`config.mk`:
```
export PLATFORM = sky130hd
export DESIGN_NAME = sar_seq_ctrl
export DESIGN_NICKNAME = d
export VERILOG_FILES = /design/src/rtl/sar_seq_pkg.sv /design/src/rtl/sar_regs.sv /design/src/rtl/sar_fsm.sv /design/src/rtl/sar_approx.sv /design/src/rtl/sar_seq_ctrl.sv
export SDC_FILE = /design/constraint.sdc
export NUM_CORES = 1
export LEC_CHECK = 0
export ABC_AREA = 0
export BUFFER_PORTS_ARGS = -buffer_cell sky130_fd_sc_hd__buf_2
export CAP_MARGIN = 20
export CORE_MARGIN = 8
export CORE_UTILIZATION = 45
export CTS_BUF_LIST = sky130_fd_sc_hd__clkbuf_16
export DETAILED_ROUTE_END_ITERATION = 7
export PLACE_DENSITY = 0.71
export SETUP_SLACK_MARGIN = 0.5
export SLEW_MARGIN = 5
export SYNTH_ARGS = -nofsm -noshare
export SYNTH_HDL_FRONTEND = slang
export SYNTH_HIERARCHICAL = 1
export SYNTH_SLANG_ARGS = --single-unit
```
`constraint.sdc`:
```
create_clock -name clk -period 3.25 [get_ports clk]
set_clock_uncertainty 0.2 [all_clocks]
set_input_delay 0.1625 -clock clk [delete_from_list [all_inputs] [get_ports clk]]
set_output_delay 0.1625 -clock clk [all_outputs]
set_load 0.01 [all_outputs]
```
`src/rtl/sar_seq_pkg.sv`:
```
package sar_seq_pkg;

  typedef enum logic [2:0] {
    ST_IDLE,
    ST_WAIT,
    ST_SAMPLE,
    ST_TRIAL,
    ST_LATCH1,
    ST_LATCH2
  } sar_state_e;

  // register index = bus_addr[3:2]
  localparam logic [1:0] IDX_RESULT = 2'd0;
  localparam logic [1:0] IDX_STATUS = 2'd1;
  localparam logic [1:0] IDX_CTRL   = 2'd2;
  localparam logic [1:0] IDX_WAIT   = 2'd3;

  // control field positions
  localparam int CTRL_PWR_BIT = 3;
  localparam int CTRL_IEN_BIT = 5;

endpackage

```
`src/rtl/sar_regs.sv`:
```
module sar_regs
  import sar_seq_pkg::*;
#(
  parameter int RES_W   = 10,
  parameter int CH_W    = 3,
  parameter int NUM_CH  = 6,
  parameter int DLY_W   = 8,
  parameter int DLY_RST = 2,
  parameter int DATA_W  = 32
) (
  input  logic              clk,
  input  logic              rst_n,
  input  logic              bus_wr,
  input  logic [3:0]        bus_addr,
  input  logic [DATA_W-1:0] bus_wdata,
  output logic [DATA_W-1:0] bus_rdata,
  input  logic              busy,
  input  logic              done,
  input  logic [RES_W-1:0]  result,
  output logic              start,
  output logic              abort,
  output logic              pwr,
  output logic              ien,
  output logic [CH_W-1:0]   chan_hold,
  output logic [DLY_W-1:0]  dly,
  output logic [RES_W-1:0]  data_q,
  output logic              irq
);

  logic [CH_W-1:0]  ch_q, ch_d;
  logic             pwr_d, ien_d;
  logic [DLY_W-1:0] dly_d;
  logic [RES_W-1:0] data_d;
  logic [CH_W-1:0]  hold_d;
  logic             irq_d;
  logic             wr_ctrl, wr_wait, wr_stat;
  logic             ch_ok;
  logic             unused_wdata;

  assign unused_wdata = ^bus_wdata[DATA_W-1:CTRL_IEN_BIT+1] ^ bus_wdata[4];

  assign wr_ctrl = bus_wr && (bus_addr[3:2] == IDX_CTRL);
  assign wr_wait = bus_wr && (bus_addr[3:2] == IDX_WAIT);
  assign wr_stat = bus_wr && (bus_addr[3:2] == IDX_STATUS);

  assign ch_ok = (int'(bus_wdata[CH_W-1:0]) < NUM_CH);
  assign start = wr_ctrl && bus_wdata[CTRL_PWR_BIT] && !pwr && ch_ok;
  assign abort = wr_ctrl && !bus_wdata[CTRL_PWR_BIT] && busy;

  always_comb begin
    ch_d   = ch_q;
    pwr_d  = pwr;
    ien_d  = ien;
    dly_d  = dly;
    data_d = data_q;
    hold_d = chan_hold;
    irq_d  = irq;
    if (wr_ctrl) begin
      ch_d  = bus_wdata[CH_W-1:0];
      pwr_d = bus_wdata[CTRL_PWR_BIT];
      ien_d = bus_wdata[CTRL_IEN_BIT];
    end
    if (wr_wait) dly_d = bus_wdata[DLY_W-1:0];
    if (start)   hold_d = bus_wdata[CH_W-1:0];
    if (done)    data_d = result;
    if (wr_stat) irq_d = 1'b0;
    if (done && ien) irq_d = 1'b1;
  end

  always_ff @(posedge clk or negedge rst_n) begin
    if (!rst_n) begin
      ch_q      <= '0;
      pwr       <= 1'b0;
      ien       <= 1'b0;
      dly       <= DLY_W'(DLY_RST);
      data_q    <= '0;
      chan_hold <= '0;
      irq       <= 1'b0;
    end else begin
      ch_q      <= ch_d;
      pwr       <= pwr_d;
      ien       <= ien_d;
      dly       <= dly_d;
      data_q    <= data_d;
      chan_hold <= hold_d;
      irq       <= irq_d;
    end
  end

  always_comb begin
    bus_rdata = '0;
    case (bus_addr[3:2])
      IDX_RESULT: bus_rdata[RES_W-1:0] = data_q;
      IDX_STATUS: bus_rdata[0] = busy;
      IDX_CTRL: begin
        bus_rdata[CH_W-1:0]     = ch_q;
        bus_rdata[CTRL_PWR_BIT] = pwr;
        bus_rdata[CTRL_IEN_BIT] = ien;
      end
      default:    bus_rdata[DLY_W-1:0] = dly;
    endcase
  end

endmodule

```
`src/rtl/sar_fsm.sv`:
```
module sar_fsm
  import sar_seq_pkg::*;
#(
  parameter int DLY_W = 8
) (
  input  logic             clk,
  input  logic             rst_n,
  input  logic             start,
  input  logic             abort,
  input  logic [DLY_W-1:0] dly,
  input  logic             last_bit,
  output logic             busy,
  output logic             sample,
  output logic             trial,
  output logic             done
);

  sar_state_e       st_q, st_d;
  logic [DLY_W-1:0] cnt_q, cnt_d;
  logic             cnt_en;

  always_comb begin
    st_d   = st_q;
    cnt_d  = cnt_q;
    cnt_en = 1'b0;
    case (st_q)
      ST_IDLE: if (start) begin
        cnt_en = 1'b1;
        cnt_d  = dly;
        st_d   = (dly == '0) ? ST_SAMPLE : ST_WAIT;
      end
      ST_WAIT: begin
        if (cnt_q == DLY_W'(1)) st_d = ST_SAMPLE;
        else begin
          cnt_en = 1'b1;
          cnt_d  = cnt_q - DLY_W'(1);
        end
      end
      ST_SAMPLE: st_d = ST_TRIAL;
      ST_TRIAL:  if (last_bit) st_d = ST_LATCH1;
      ST_LATCH1: st_d = ST_LATCH2;
      ST_LATCH2: st_d = ST_IDLE;
      default:   st_d = ST_IDLE;
    endcase
    if (abort) st_d = ST_IDLE;
  end

  always_ff @(posedge clk or negedge rst_n) begin
    if (!rst_n) begin
      st_q  <= ST_IDLE;
      cnt_q <= '0;
    end else begin
      st_q <= st_d;
      if (cnt_en) cnt_q <= cnt_d;
    end
  end

  assign busy   = (st_q != ST_IDLE);
  assign sample = (st_q == ST_SAMPLE);
  assign trial  = (st_q == ST_TRIAL);
  assign done   = (st_q == ST_LATCH2) && !abort;

endmodule

```
`src/rtl/sar_approx.sv`:
```
module sar_approx #(
  parameter int RES_W = 10
) (
  input  logic             clk,
  input  logic             rst_n,
  input  logic             clear,
  input  logic             step,
  input  logic             cmp_in,
  output logic [RES_W-1:0] acc,
  output logic [RES_W-1:0] mask,
  output logic             last_bit,
  output logic [RES_W-1:0] dac_code
);

  logic [RES_W-1:0] acc_d, mask_d;
  logic             en;

  assign en = clear || step;

  always_comb begin
    acc_d  = acc;
    mask_d = mask;
    if (clear) begin
      acc_d  = '0;
      mask_d = {1'b1, {(RES_W-1){1'b0}}};
    end else if (step) begin
      if (cmp_in) acc_d = acc | mask;
      mask_d = mask >> 1;
    end
  end

  always_ff @(posedge clk or negedge rst_n) begin
    if (!rst_n) begin
      acc  <= '0;
      mask <= '0;
    end else if (en) begin
      acc  <= acc_d;
      mask <= mask_d;
    end
  end

  assign last_bit = mask[0];
  assign dac_code = step ? (acc | mask) : '0;

endmodule

```
`src/rtl/sar_seq_ctrl.sv`:
```
module sar_seq_ctrl
  import sar_seq_pkg::*;
#(
  parameter int RES_W   = 10,
  parameter int CH_W    = 3,
  parameter int NUM_CH  = 6,
  parameter int DLY_W   = 8,
  parameter int DLY_RST = 2,
  parameter int DATA_W  = 32
) (
  input  logic              clk,
  input  logic              rst_n,
  input  logic              bus_wr,
  input  logic [3:0]        bus_addr,
  input  logic [DATA_W-1:0] bus_wdata,
  output logic [DATA_W-1:0] bus_rdata,
  output logic              ana_pwr,
  output logic [CH_W-1:0]   ana_chan,
  output logic              ana_sample,
  output logic [RES_W-1:0]  dac_code,
  input  logic              cmp_in,
  output logic              irq
);

  logic             start, abort, pwr, ien;
  logic             busy, sample, trial, done, last_bit;
  logic [DLY_W-1:0] dly;
  logic [RES_W-1:0] acc, mask, data_q;

  sar_regs #(
    .RES_W(RES_W), .CH_W(CH_W), .NUM_CH(NUM_CH),
    .DLY_W(DLY_W), .DLY_RST(DLY_RST), .DATA_W(DATA_W)
  ) u_regs (
    .clk(clk), .rst_n(rst_n),
    .bus_wr(bus_wr), .bus_addr(bus_addr), .bus_wdata(bus_wdata),
    .bus_rdata(bus_rdata),
    .busy(busy), .done(done), .result(acc),
    .start(start), .abort(abort), .pwr(pwr), .ien(ien),
    .chan_hold(ana_chan), .dly(dly), .data_q(data_q), .irq(irq)
  );

  sar_fsm #(.DLY_W(DLY_W)) u_fsm (
    .clk(clk), .rst_n(rst_n),
    .start(start), .abort(abort), .dly(dly), .last_bit(last_bit),
    .busy(busy), .sample(sample), .trial(trial), .done(done)
  );

  sar_approx #(.RES_W(RES_W)) u_sar (
    .clk(clk), .rst_n(rst_n),
    .clear(sample), .step(trial), .cmp_in(cmp_in),
    .acc(acc), .mask(mask), .last_bit(last_bit), .dac_code(dac_code)
  );

  assign ana_pwr    = pwr;
  assign ana_sample = sample;

endmodule

```
==> results of run 1 <==
[sequential cells by signal, summed over array words and instances (netlist names)]
register and flops:
u_regs/data_q 10, u_sar/mask 10, u_regs/pwr 1, u_regs/ien 1, u_fsm/st_q 3, u_regs/dly 8, u_regs/chan_hold 3, u_fsm/cnt_q 8
u_regs/irq 1, u_regs/ch_q 3, u_sar/acc 10
[cell usage in the layout, fill, tap and decap left out, types with 3 or more instances in the layout]
| cell type | count |
|---|---|
| a31oi_1 | 11 |
| dlygate4sd3_1 | 10 |
| mux2i_1 | 14 |
| and2_1 | 3 |
| dfrtp_1 | 57 |
| clkbuf_16 | 9 |
| buf_2 | 39 |
| a22o_1 | 4 |
| mux2_2 | 24 |
| o21ai_0 | 15 |
| nor4_1 | 3 |
| buf_4 | 7 |
| nand2_1 | 15 |
| inv_1 | 10 |
| nor3b_1 | 4 |
| a22oi_1 | 4 |
| conb_1 | 22 |
| nand3_1 | 3 |
| nor2_1 | 50 |
[layer usage]
layer / vias up / global-route usage
li1: 1099 / -
met1: 1104 / 0.171
met2: 52 / 0.239
met3: 9 / 0.0451
met4: 0 / 0.0555
met5: - / 0
[power breakdown]
group | internal (mW) | leakage [nW] | switching, mW
combinational | 0.439 | 0.882 | 0.523
sequential | 0.893 | 0.747 | 0.203
clock | 0.582 | 0.138 | 0.318
[through the flow]
step           hold WS (ns)  area (sq um)  worst slack [ns]  power, mW  cells
2_1_floorplan        -0.333          3160             0.745       1.83    314
3_3_place_gp          0.189          3260             0.672       2.01    403
3_5_place_dp          0.194          3260             0.652       2.04    403
4_1_cts              0.0186          3640             0.596       2.96    429
5_1_grt              0.0678          3670             0.599       3.13    430
6_report             0.0387          3670             0.762       2.96    430
[worst register-to-register path, stage by stage (launching register included)]
cell	delay [ns]
dfrtp_1	0.52
nor3_1	0.43
inv_1	0.10
nor3b_1	0.23
nor4b_2	0.27
buf_4	0.23
mux2_2	0.35
[what timing repair did]
action / in CTS / in global routing
hold buffers: 10 / 0
hold endpoints to repair: 60 / 0
resized for setup: 0 / 1
endpoints found under the setup margin: 0 / 3
[worst min path at each step]
stage,from,end,slack (ns)
2_1_floorplan,rst_n,u_fsm/cnt_q[0],-0.33
3_3_place_gp,rst_n,u_fsm/cnt_q[4],0.19
3_5_place_dp,rst_n,u_fsm/cnt_q[4],0.19
4_1_cts,bus_addr[2],u_regs/irq,0.02
5_1_grt,cmp_in,u_sar/acc[6],0.07
6_report,cmp_in,u_sar/acc[8],0.04
[cell type report]
class / instances / area, sq um / share of cell area
flip-flops and latches: 58 / 1450 / 0.396
clock buffers: 9 / 225 / 0.0613
repair buffers: 57 / 368 / 0.100
well taps: 80 / 100 / 0.0273
inverters: 10 / 37.5 / 0.0102
multi-input cells: 209 / 1430 / 0.389
clock inverters: 7 / 61.3 / 0.0167
==> results.toml, run 1 <==
[outcome]
status = "finished, final reports clean"

[critical_path]
cp.depth = 8
critPathCapture = "u_fsm/cnt_q[5]"
cp_cell_sequence = "dlygate4sd3_1 > buf_2 > nand3b_4 > a2111o_1 > inv_1 > nor4b_4 > nor2_1 > o22a_1"
worstSetupStartpoint = "bus_wr"
cp_slowest_stage_delay_ns = 0.52
cp_max_fo = 8
reg2reg_slack_ns = 0.80
ff2ff_path_depth = 6
startpoint_type = "input port"
crit_buf_inv = 3
path_class = "in2reg"
timing.rr.start = "u_fsm/st_q[2]"
worstPathArrival_ns = 2.50
r2r_end = "u_regs/data_q[4]"
end_kind = "flip-flop"
cp.required_ns = 3.26
crit_slowest_cell = "dlygate4sd3_1"
crit_family = "buffers and inverters"

[detailed_routing]
avgRoutedWirePerCell_um = 16.0
ant_nets = 0
vias = 2264
postRouteWirelength_mm = 6.88
met2_length_mm = 3.44
drt_iter0_drc = 99
drc = 0
dr.pass1.iters = 4
wl_met3_um = 321
top_layer = "met4"
viasPerCell = 5.27
drt-met1-wl_mm = 3.01

[die]
dieHeight_um = 98.8
die_w_um = 98.8
io_pins = 88
start_util = 0.459
core_sq_um = 6720
rows = 30
die_area_sq_um = 9760

[cells_and_area]
final_core_util = 0.547
nFillCells = 582
final_nets = 387
area_growth_pct = 19.1
drive_gt1_frac = 0.280
diodes = 0

[grt]
globalRouteOverflowTotal = 0
grtUsageTotal = 0.145
grt_max_degree = 47
grt_pass1_vias = 2318
grt_pass1_wl_mm = 11.4
antenna_found_initial = 0

[sta]
period_minus_slack_ns = 2.49
period_share = 0.766
rsz0062_at_grt = "no"
drv_slew = 0
fmax_mhz = 402
tightestPinTransition_ns = 0.767
tns_ns = 0
max_slew_margin = 0.488
hold_viol = 0
setup-violations-final = 0

[run]
max_cap_viol_count = 0

[placement]
gp_congestion = 0.833
hpwl_mm = 4.85
numPortBuffers = 39

[yosys]
syn_inst = 293
netlist_area_sq_um = 3080
synth_area_per_cell_sq_um = 10.5
synth_warnings = 6

[clock_tree]
clk_path_buf_depth = 2
cts_buffers = 9
cts_tree = "done"
cts_setup_buffers = 0
clock_sinks = 58
h-tree-depth = 3
path_clk_slew_ns = 0.05
insertion_delay_ns = 0.32
cts_root_buffer = "clkbuf_16"

[worst_hold_path]
holdPathStages = 3
min_path_type = "in2reg"

[pwr]
power_density_nw_per_um2 = 805
p_leak_nw = 1.77
irDropWorstVdd_mv = 0.410
Power figures use the tool's default switching activity.
==> run 2, diff against run 1 <==
--- a/config.mk
+++ b/config.mk
@@ -12,7 +12,7 @@
 export CORE_UTILIZATION = 45
 export CTS_BUF_LIST = sky130_fd_sc_hd__clkbuf_16
 export DETAILED_ROUTE_END_ITERATION = 7
-export PLACE_DENSITY = 0.71
+export PLACE_DENSITY = 0.73
 export SETUP_SLACK_MARGIN = 0.5
 export SLEW_MARGIN = 5
 export SYNTH_ARGS = -nofsm -noshare
==> constraint.sdc (replaced) <==
create_clock -name clk -period 2.25 [get_ports clk]
set_clock_uncertainty 0.2 [all_clocks]
set_input_delay 0.1125 -clock clk [delete_from_list [all_inputs] [get_ports clk]]
set_output_delay 0.1125 -clock clk [all_outputs]
set_load 0.01 [all_outputs]
==> run 2 against run 1 <==
Flip-flop and latch count did not move. Worst hold slack improved by 0.028 ns. Clock-buffer cell count did not move. Global-route usage is 1.9 points higher. Design area is 19% higher. Clock power up 58%. Non-clock buffer count is 40 higher. Critical path depth is 2 lower. First-iteration DRC count is 29% higher. Highest routed layer unchanged.
==> results.toml, run 2 (synthesis gave the netlist of run 1 again) <==
[worst_hold_path]
holdPathStages = 4
min_path_type = "in2reg"

[sta]
rsz0062_at_grt = "yes"
tightestPinTransition_ns = 0.660
hold_viol = 0
period_share = 0.891
period_minus_slack_ns = 2.00
setup-violations-final = 0
holdWs_ns = 0.0671
fmax_mhz = 499
drv_slew = 0
max_slew_margin = 0.560
tns_ns = 0

[die]
die_w_um = 98.8
rows = 30
die_area_sq_um = 9760
start_util = 0.459
core_sq_um = 6720
io_pins = 88
dieHeight_um = 98.8

[clock_tree]
h-tree-depth = 3
clk_path_buf_depth = 2
cts_buffers = 9
path_clk_slew_ns = 0.05
clock_sinks = 58
cts_tree = "done"
insertion_delay_ns = 0.33
cts_root_buffer = "clkbuf_16"

[pwr]
p_switching_mw = 1.90
switching_share = 0.356
p_leak_nw = 2.05
clkPwrFrac = 0.267
power_density_nw_per_um2 = 1220
irDropWorstVdd_mv = 0.806
intPower_mw = 3.43
p_seq_frac = 0.295
power_frac_comb = 0.438

[critical_path]
end_kind = "flip-flop"
reg2reg_slack_ns = 0.25
startpoint_type = "flip-flop"
cp.required_ns = 2.26
worstPathArrival_ns = 2.02
cp_max_fo = 7
path_class = "reg2reg"
ff2ff_path_depth = 6

[detailed_routing]
postRouteWirelength_mm = 8.52
drt_iter0_drc = 128
vias = 2523
avgRoutedWirePerCell_um = 18.1
viasPerCell = 5.37
drc = 0
ant_nets = 0
dr.pass1.iters = 5

[cells_and_area]
final_nets = 427
reg.largest.list = "u_regs/data_q x10, u_sar/acc x10, u_sar/mask x10"
multi_input_area_sq_um = 1650
layout_common_cells = "dfrtp_1 (55), nor2_1 (40), buf_4 (33)"
nFillCells = 495
diodes = 0
drive_gt1_frac = 0.426
final_common_cell = "dfrtp_1"
area_growth_pct = 41.4
area.sequential_sq_um = 1460

[placement]
hpwl_mm = 5.04
gp_congestion = 0.800
numPortBuffers = 39

[grt]
globalRouteOverflowTotal = 0
grt_max_degree = 33
grt_pass1_wl_mm = 12.6
grtUsageTotal = 0.163
grt_pass1_vias = 2536
antenna_found_initial = 0

[run]
max_cap_viol_count = 0

[outcome]
status = "finished, final reports clean"
## run 2: changes by cell type in the layout (fill, tap and decap cells not counted), sizes merged
cell and delta:
bufinv +1, buf +37, dlygate4sd3 +2, clkinvlp -1, clkbuf +1
## run 2: layer usage
| layer | global-route usage | part of all wire |
|---|---|---|
| met1 | 0.179 | 0.40 |
| met2 | 0.285 | 0.53 |
| met3 | 0.0521 | 0.049 |
| met4 | 0.0638 | 0.013 |
| met5 | 0 | 0 |
## run 2: through the flow
| stage | total power [mW] | setup slack (ns) | area (sq um) | std cells | utilization |
|---|---|---|---|---|---|
| 6_report | 5.33 | 0.245 | 4360 | 470 | 0.649 |
| 5_1_grt | 5.56 | 0.213 | 4360 | 470 | 0.649 |
| 4_1_cts | 4.69 | 0.194 | 3960 | 450 | 0.590 |
| 3_5_place_dp | 3.06 | 0.0923 | 3390 | 409 | 0.504 |
| 3_3_place_gp | 3.00 | 0.124 | 3390 | 409 | 0.504 |
| 2_1_floorplan | 2.69 | 0.131 | 3250 | 314 | - |
## run 2: final timing paths
check | start | end
worst max-delay path | u_fsm/st_q[0] | u_fsm/st_q[1]
worst min-delay path | bus_wdata[3] | u_fsm/st_q[2]
worst max register to register | u_fsm/st_q[0] | u_fsm/st_q[1]
worst min register to register | u_regs/chan_hold[0] | u_regs/chan_hold[0]
max in group asynchronous | rst_n | u_regs/dly[1]
min in group asynchronous | rst_n | u_sar/acc[9]
## run 2: power by group through the flow
stage,Clock [mW],Sequential (mW),Combinational [mW]
after floorplan,0,1.49,1.20
after global placement,0,1.55,1.45
after detailed placement,0,1.56,1.50
after CTS,1.44,1.55,1.70
after global routing,1.47,1.60,2.49
final,1.42,1.57,2.33
## run 2: critical path, cell delays in order (launching register included)
cell and delay, ns:
dfrtp_1 0.41, buf_6 0.16, or3b_4 0.44, a31oi_4 0.18, buf_12 0.15, a21oi_4 0.04, mux2_4 0.30
## run 2: what timing repair did
| action | 4_1_cts | 5_1_grt |
|---|---|---|
| pin swaps | 3 | 21 |
| cloned | 1 | 1 |
| setup endpoints to repair | 33 | 32 |
| endpoints found under the hold margin | 46 | 0 |
| setup buffers | 12 | 19 |
| hold buffers | 12 | 0 |
| gates resized for setup | 16 | 54 |
## run 2: layout make-up
class	count	share of cell area
Clock buffer	9	0.0516
Clock inverter	7	0.0195
Inverter	10	0.0115
Multi-Input combinational cell	209	0.379
Sequential cell	58	0.334
Tap cell	80	0.0230
Timing Repair Buffer	97	0.182
